<file path="src/rtl/eeprom_wr_guard_pkg.sv">
package eeprom_wr_guard_pkg;

  typedef enum logic [1:0] {
    SEQ_IDLE = 2'd0,
    SEQ_ONE  = 2'd1,
    SEQ_TWO  = 2'd2,
    SEQ_OPEN = 2'd3
  } seq_state_t;

  // Strobe combination that requests a write.
  function automatic logic strobe_write(input logic ce_n, input logic we_n,
                                        input logic oe_n);
    return !ce_n && !we_n && oe_n;
  endfunction

  // Address and data both match a command step.
  function automatic logic cmd_hit(input logic [14:0] a, input logic [7:0] d,
                                   input logic [14:0] ca, input logic [7:0] cd);
    return (a == ca) && (d == cd);
  endfunction

endpackage

</file>
<file path="src/rtl/eeprom_wr_guard_holdoff.sv">
module eeprom_wr_guard_holdoff #(
  parameter int HOLD_CYC = 1000000
) (
  input  logic clk,
  input  logic rst_n,
  input  logic supply_ok,
  output logic pwr_ready
);
  localparam int HW = $clog2(HOLD_CYC + 1);
  localparam logic [HW-1:0] HOLD_LOAD = HW'(HOLD_CYC);

  logic [HW-1:0] hold_cnt;

  always_ff @(posedge clk) begin
    if (!rst_n || !supply_ok) hold_cnt <= HOLD_LOAD;
    else if (hold_cnt != '0)  hold_cnt <= hold_cnt - 1'b1;
  end

  assign pwr_ready = supply_ok && (hold_cnt == '0);
endmodule

</file>
<file path="src/rtl/eeprom_wr_guard_filter.sv">
module eeprom_wr_guard_filter #(
  parameter int FILT_CYC = 3
) (
  input  logic clk,
  input  logic rst_n,
  input  logic act,
  output logic evt
);
  localparam int FW = $clog2(FILT_CYC + 1);
  localparam logic [FW-1:0] LAST = FW'(FILT_CYC - 1);

  logic [FW-1:0] run_cnt;
  logic          fired;

  always_ff @(posedge clk) begin
    if (!rst_n || !act) begin
      run_cnt <= '0;
      fired   <= 1'b0;
    end else if (!fired) begin
      if (run_cnt == LAST) fired   <= 1'b1;
      else                 run_cnt <= run_cnt + 1'b1;
    end
  end

  assign evt = act && !fired && (run_cnt == LAST);
endmodule

</file>
<file path="src/rtl/eeprom_wr_guard_sdp.sv">
module eeprom_wr_guard_sdp
  import eeprom_wr_guard_pkg::*;
#(
  parameter int          TWC_CYC  = 10,
  parameter int          LOAD_CYC = 30,
  parameter logic [14:0] CMD0_A   = 15'h5555,
  parameter logic [7:0]  CMD0_D   = 8'hAA,
  parameter logic [14:0] CMD1_A   = 15'h2AAA,
  parameter logic [7:0]  CMD1_D   = 8'h55,
  parameter logic [14:0] CMD2_A   = 15'h5555,
  parameter logic [7:0]  CMD2_D   = 8'hA0
) (
  input  logic        clk,
  input  logic        rst_n,
  input  logic        evt,
  input  logic [14:0] ev_addr,
  input  logic [7:0]  ev_data,
  output logic        pass,
  output logic        ill,
  output logic        prot
);
  localparam int TW = $clog2(TWC_CYC + 1);
  localparam int LW = $clog2(LOAD_CYC + 1);
  localparam logic [TW-1:0] TWC_LOAD  = TW'(TWC_CYC);
  localparam logic [LW-1:0] LOAD_INIT = LW'(LOAD_CYC);

  seq_state_t    st, st_nx;
  logic [TW-1:0] arm_cnt;
  logic [LW-1:0] open_cnt;
  logic          arming;
  logic          hit0, hit1, hit2, seq_done;

  assign hit0 = cmd_hit(ev_addr, ev_data, CMD0_A, CMD0_D);
  assign hit1 = cmd_hit(ev_addr, ev_data, CMD1_A, CMD1_D);
  assign hit2 = cmd_hit(ev_addr, ev_data, CMD2_A, CMD2_D);

  always_comb begin
    st_nx    = st;
    pass     = 1'b0;
    ill      = 1'b0;
    seq_done = 1'b0;
    if (evt) begin
      unique case (st)
        SEQ_IDLE: begin
          pass = !prot;
          if (hit0) st_nx = SEQ_ONE;
          else      ill   = prot;
        end
        SEQ_ONE: begin
          pass = !prot;
          if (hit1) st_nx = SEQ_TWO;
          else begin st_nx = SEQ_IDLE; ill = prot; end
        end
        SEQ_TWO: begin
          pass = !prot;
          if (hit2) begin st_nx = SEQ_OPEN; seq_done = 1'b1; end
          else begin st_nx = SEQ_IDLE; ill = prot; end
        end
        SEQ_OPEN: pass = 1'b1;
        default:  st_nx = SEQ_IDLE;
      endcase
    end else if (st == SEQ_OPEN && open_cnt == LW'(1)) begin
      st_nx = SEQ_IDLE;
    end
  end

  always_ff @(posedge clk) begin
    if (!rst_n) begin
      st       <= SEQ_IDLE;
      open_cnt <= '0;
      arm_cnt  <= '0;
      arming   <= 1'b0;
      prot     <= 1'b0;
    end else begin
      st <= st_nx;
      if (seq_done || (evt && st == SEQ_OPEN)) open_cnt <= LOAD_INIT;
      else if (open_cnt != '0)                 open_cnt <= open_cnt - 1'b1;
      if (seq_done && !prot && !arming) begin
        arming  <= 1'b1;
        arm_cnt <= TWC_LOAD;
      end else if (arming) begin
        if (arm_cnt <= TW'(1)) begin
          arming <= 1'b0;
          prot   <= 1'b1;
        end
        arm_cnt <= arm_cnt - 1'b1;
      end
    end
  end
endmodule

</file>
<file path="src/rtl/eeprom_wr_guard.sv">
module eeprom_wr_guard
  import eeprom_wr_guard_pkg::*;
#(
  parameter int          AW       = 15,
  parameter int          DW       = 8,
  parameter int          HOLD_CYC = 1000000,
  parameter int          FILT_CYC = 3,
  parameter int          TWC_CYC  = 2000000,
  parameter int          LOAD_CYC = 30000,
  parameter logic [14:0] CMD0_A   = 15'h5555,
  parameter logic [7:0]  CMD0_D   = 8'hAA,
  parameter logic [14:0] CMD1_A   = 15'h2AAA,
  parameter logic [7:0]  CMD1_D   = 8'h55,
  parameter logic [14:0] CMD2_A   = 15'h5555,
  parameter logic [7:0]  CMD2_D   = 8'hA0
) (
  input  logic          clk,
  input  logic          rst_n,
  input  logic          supply_ok,
  input  logic          ce_n,
  input  logic          we_n,
  input  logic          oe_n,
  input  logic [AW-1:0] addr,
  input  logic [DW-1:0] wdata,
  output logic          wr_go,
  output logic [AW-1:0] wr_addr,
  output logic [DW-1:0] wr_data,
  output logic          protected_o,
  output logic          illegal_o
);
  logic pwr_ready, strobe_act, evt, pass, ill;

  eeprom_wr_guard_holdoff #(.HOLD_CYC(HOLD_CYC)) u_hold (
    .clk(clk), .rst_n(rst_n), .supply_ok(supply_ok), .pwr_ready(pwr_ready));

  assign strobe_act = pwr_ready && strobe_write(ce_n, we_n, oe_n);

  eeprom_wr_guard_filter #(.FILT_CYC(FILT_CYC)) u_filt (
    .clk(clk), .rst_n(rst_n), .act(strobe_act), .evt(evt));

  eeprom_wr_guard_sdp #(
    .TWC_CYC(TWC_CYC), .LOAD_CYC(LOAD_CYC),
    .CMD0_A(CMD0_A), .CMD0_D(CMD0_D), .CMD1_A(CMD1_A), .CMD1_D(CMD1_D),
    .CMD2_A(CMD2_A), .CMD2_D(CMD2_D)
  ) u_sdp (
    .clk(clk), .rst_n(rst_n), .evt(evt),
    .ev_addr(15'(addr)), .ev_data(8'(wdata)),
    .pass(pass), .ill(ill), .prot(protected_o));

  always_ff @(posedge clk) begin
    if (!rst_n) begin
      wr_go     <= 1'b0;
      illegal_o <= 1'b0;
      wr_addr   <= '0;
      wr_data   <= '0;
    end else begin
      wr_go     <= pass;
      illegal_o <= ill;
      if (pass) begin
        wr_addr <= addr;
        wr_data <= wdata;
      end
    end
  end
endmodule

</file>
<file path="config.mk">
export PLATFORM = sky130hd
export DESIGN_NAME = eeprom_wr_guard
export DESIGN_NICKNAME = d
export VERILOG_FILES = /design/src/rtl/eeprom_wr_guard_pkg.sv /design/src/rtl/eeprom_wr_guard_holdoff.sv /design/src/rtl/eeprom_wr_guard_filter.sv /design/src/rtl/eeprom_wr_guard_sdp.sv /design/src/rtl/eeprom_wr_guard.sv
export SDC_FILE = /design/constraint.sdc
export NUM_CORES = 1
export LEC_CHECK = 0
export ABC_CLOCK_PERIOD_IN_PS = 3500
export CAP_MARGIN = 10
export CORE_MARGIN = 4
export CORE_UTILIZATION = 30
export DETAILED_ROUTE_END_ITERATION = 10
export GPL_TIMING_DRIVEN = 0
export MAX_ROUTING_LAYER = met4
export PLACE_DENSITY = 0.56
export RECOVER_POWER = 50
export SYNTH_ARGS = -nofsm -noshare
export SYNTH_HDL_FRONTEND = slang
export SYNTH_SLANG_ARGS = --single-unit
</file>
<file path="constraint.sdc">
create_clock -name clk -period 3.5 [get_ports clk]
set_input_delay 0.7 -clock clk [delete_from_list [all_inputs] [get_ports clk]]
set_output_delay 0.7 -clock clk [all_outputs]
set_load 0.01 [all_outputs]
</file>
==> impl_metrics.yaml <==
cts:
  ctsHoldBuffers: 0
  clock_path_buffers: 2
  cts_tree: "yes"
  clock_latency_ps: 340
  clk_pin_slew_ps: 60
  cts-buffers-inserted: 9
  cts_num_sinks: 88
  h-tree-depth: 3
  post-cts-setup-buffers: 0
  cts_resized: 0
  cts_root_buf: "clkbuf_16"
setup_path:
  cp-startpoint: "u_hold.hold_cnt[4]$_SDFFE_PP0P_"
  worst_ep_arrival_time_ps: 3310
  worst_r2r_endpoint: "u_hold.hold_cnt[17]$_SDFFE_PP1P_"
  cp-endpoint: "u_hold.hold_cnt[17]$_SDFFE_PP1P_"
  ff2ff_setup_slack_ps: 410
  reg2reg_depth: 8
  critPathRequiredTime_ps: 3710
  start_kind: "flip-flop"
  crit_type: "reg -> reg"
  crit_path_end_kind: "flip-flop"
  path_max_fanout: 10
  max_stage_delay_ps: 600
  crit_slowest_cell: "or4_1"
  path_cells: "or4_1, or4_1, clkbuf_1, clkbuf_1, clkbuf_1, nor4_1, mux2i_1, nand2_1"
  cpMostUsedCell: "clkbuf_1"
  r2r_start: "u_hold.hold_cnt[4]$_SDFFE_PP0P_"
sta:
  worstMarginPinSlew_ps: 1150
  fin_ws_ps: 405
  min_period_ps: 3090
  setup_tns_ps: 0
  setup_violations: 0
  hold_viol: 0
  max_freq_mhz: 323
  rsz0062_at_grt: "no"
  period_share_pct: 88.4
  finalMaxSlewViolations: 0
  finalClockSkew_ps: 5.67
  maxSlewHeadroom_pct: 22.4
power:
  p_clk_share_pct: 34.5
  seqPwrFrac_pct: 43.6
  powerDensity_nw_per_um2: 507
  p_total_mw: 2.68
  pwr-share-comb_pct: 21.9
  p_int_mw: 1.89
  p_leak_nw: 1.90
  swShare_pct: 29.5
  max-vdd-ir-drop_mv: 0.275
  p_switching_uw: 790
layout:
  final_cells: 746
  fillCellCount: 1454
  nets: 601
  multi_input_area_um2: 2300
  drive_above_1_share_pct: 7.95
  register_area_um2: 1760
  insertedDiodeCount: 0
  syn2layout_area_growth_pct: 24.0
  fin_area_um2: 5280
floorplan:
  die_area_um2: 16200
  start_util_pct: 30.7
  die_x_um: 127
  die_y_um: 127
  ios: 55
  rows: 43
  core_um2: 13900
drt:
  viasPerCell: 5.11
  wl_per_cell_um: 13.9
  drcViolationCount: 0
  drt_first_iter_violations: 244
  drt_pass1_iterations: 4
  via_count: 3810
  antenna_left: 0
  drt-total-wl_um: 10400
logic_synthesis:
  synth.most_common_cell: "dfxtp_1"
  synth_top_area_share_pct: 41.3
  syn_nets: 537
  seq_area_frac_synth_pct: 41.3
  ys_async_sr_fraction_pct: 0
  synth_area_leader_cell: "dfxtp_1"
  synth-edff-count: 0
  synthCells: 497
  synthesis.area_um2: 4260
  ys_top_cells_by_count: "dfxtp_1, nand2_1, nor2_1"
  synthDistinctLibCells: 45
  synthFlopType: "dfxtp_1"
  synth_seq_cells: 88
  syn_avg_cell_area_um2: 8.57
  ys_top_cells_by_area: "dfxtp_1, nand2_1, nor2_1"
  ys_warn_count: 0
global_routing:
  grt_pass1_wl_um: 17700
  grt-ovfl-total: 0
  grt_max_degree: 14
  first_global_vias: 3711
  grt_antenna_before_repair: 0
  grt_usage_pct: 13.8
place:
  pre_cts_ws_ps: 143
  dp.cells: 730
  gp_congestion: 0.886
  placed_area_um2: 5020
  dp_hpwl_um: 7540
  port_buffers: 53
flow_run:
  max-cap-violations: 0
status:
  status: "finished, final reports clean"
worst_hold_path:
  hold_class: "reg -> reg"
per-layer routing:
layer  share of wire, %  up-vias  global-route usage [%]  wire length (um)
met4                2.6        0                    5.24               272
li1                   -     1928                       -                 -
met2                 45       71                    20.3              4690
met1                 49     1793                    17.6              5040
met3                3.7       18                    4.56               386
met5                  0        -                       -                 0
layout by cell type, fill, tap and decap left out, types with 3 or more instances in the layout:
cell / count
nand2b_1: 3
o211ai_1: 7
o21ai_2: 17
o2111ai_1: 5
dlygate4sd3_1: 26
clkbuf_8: 3
nor2b_1: 4
nor2_1: 49
a21oi_1: 15
clkdlybuf4s50_1: 27
nand3_1: 26
inv_1: 16
ha_1: 11
a211oi_1: 11
nor4b_1: 3
or2_2: 3
nor3b_1: 3
clkbuf_16: 9
dfxtp_1: 88
nor3_1: 34
xor2_1: 10
or4_1: 12
xnor2_1: 21
o31ai_1: 5
o21ai_0: 22
mux2i_1: 3
clkbuf_1: 17
nor4bb_1: 8
nand4_1: 6
or3_1: 10
nor4_1: 16
buf_6: 4
nand2_1: 50
how the worst min path moves through the flow:
stage	start	to	slack [ps]	depth (start not counted)
after detailed placement	wr_addr[7]$_SDFFE_PN0P_	wr_addr[7]$_SDFFE_PN0P_	450	2
after global placement	wr_data[0]$_SDFFE_PN0P_	wr_data[0]$_SDFFE_PN0P_	450	2
after floorplan	u_sdp.arm_cnt[18]$_SDFFE_PN0P_	u_sdp.arm_cnt[18]$_SDFFE_PN0P_	440	1
after global routing	wr_addr[5]$_SDFFE_PN0P_	wr_addr[5]$_SDFFE_PN0P_	480	2
final	wr_data[0]$_SDFFE_PN0P_	wr_data[0]$_SDFFE_PN0P_	450	2
after CTS	wr_data[2]$_SDFFE_PN0P_	wr_data[2]$_SDFFE_PN0P_	460	2
area by class of cell:
type	instances	area share (%)
buffer	22	2.25
clock buffer	14	5.19
clock inverter	2	0.237
inverter	17	1.21
multi-input combinational	370	43.5
sequential	88	33.3
tap	180	4.26
timing repair buffer	53	10.0
kinds of logic after synthesis:
kind of cell	count (synthesis)	synth area share, %
and+or+nand+nor	235	29.4
buffers and inverters	39	4.49
muxes	3	0.705
adders and majority gates	11	3.23
AOI/OAI and AO/OA	90	14.4
xor gates and xnor gates	31	6.37
DFF	88	41.3
metrics by stage:
stage               util [%]  hold WS (ps)
floorplan                  -           435
detailed placement      36.1           449
CTS                     38.2           461
global placement        36.1           448
global route            38.1           477
finish                  38.1           452
power by group through the flow:
stage               sequential (mW)  combinational [mW]  clock [mW]
global placement               1.19               0.579           0
global route                   1.18               0.674        1.01
CTS                            1.16               0.593       0.961
floorplan                      1.17               0.452           0
finish                         1.17               0.586       0.925
detailed placement             1.19               0.586           0
worst max-delay path, delay by kind of cell (launching register included):
kind	cells	cell delay, ps
muxes	1	250
DFF	1	350
and+or+nand+nor	4	1590
buffers and inverters	3	780
sequential cells by signal (all words and copies together) (netlist names):
name and cells:
u_sdp.st 2, u_filt.fired 1, wr_data 8, u_sdp.arm_cnt 21
u_sdp.open_cnt 15, illegal_o 1, wr_addr 15, u_hold.hold_cnt 20
u_sdp.arming 1, wr_go 1, u_filt.run_cnt 2, u_sdp.prot 1
No activity file was read; power rests on OpenSTA's default activity.
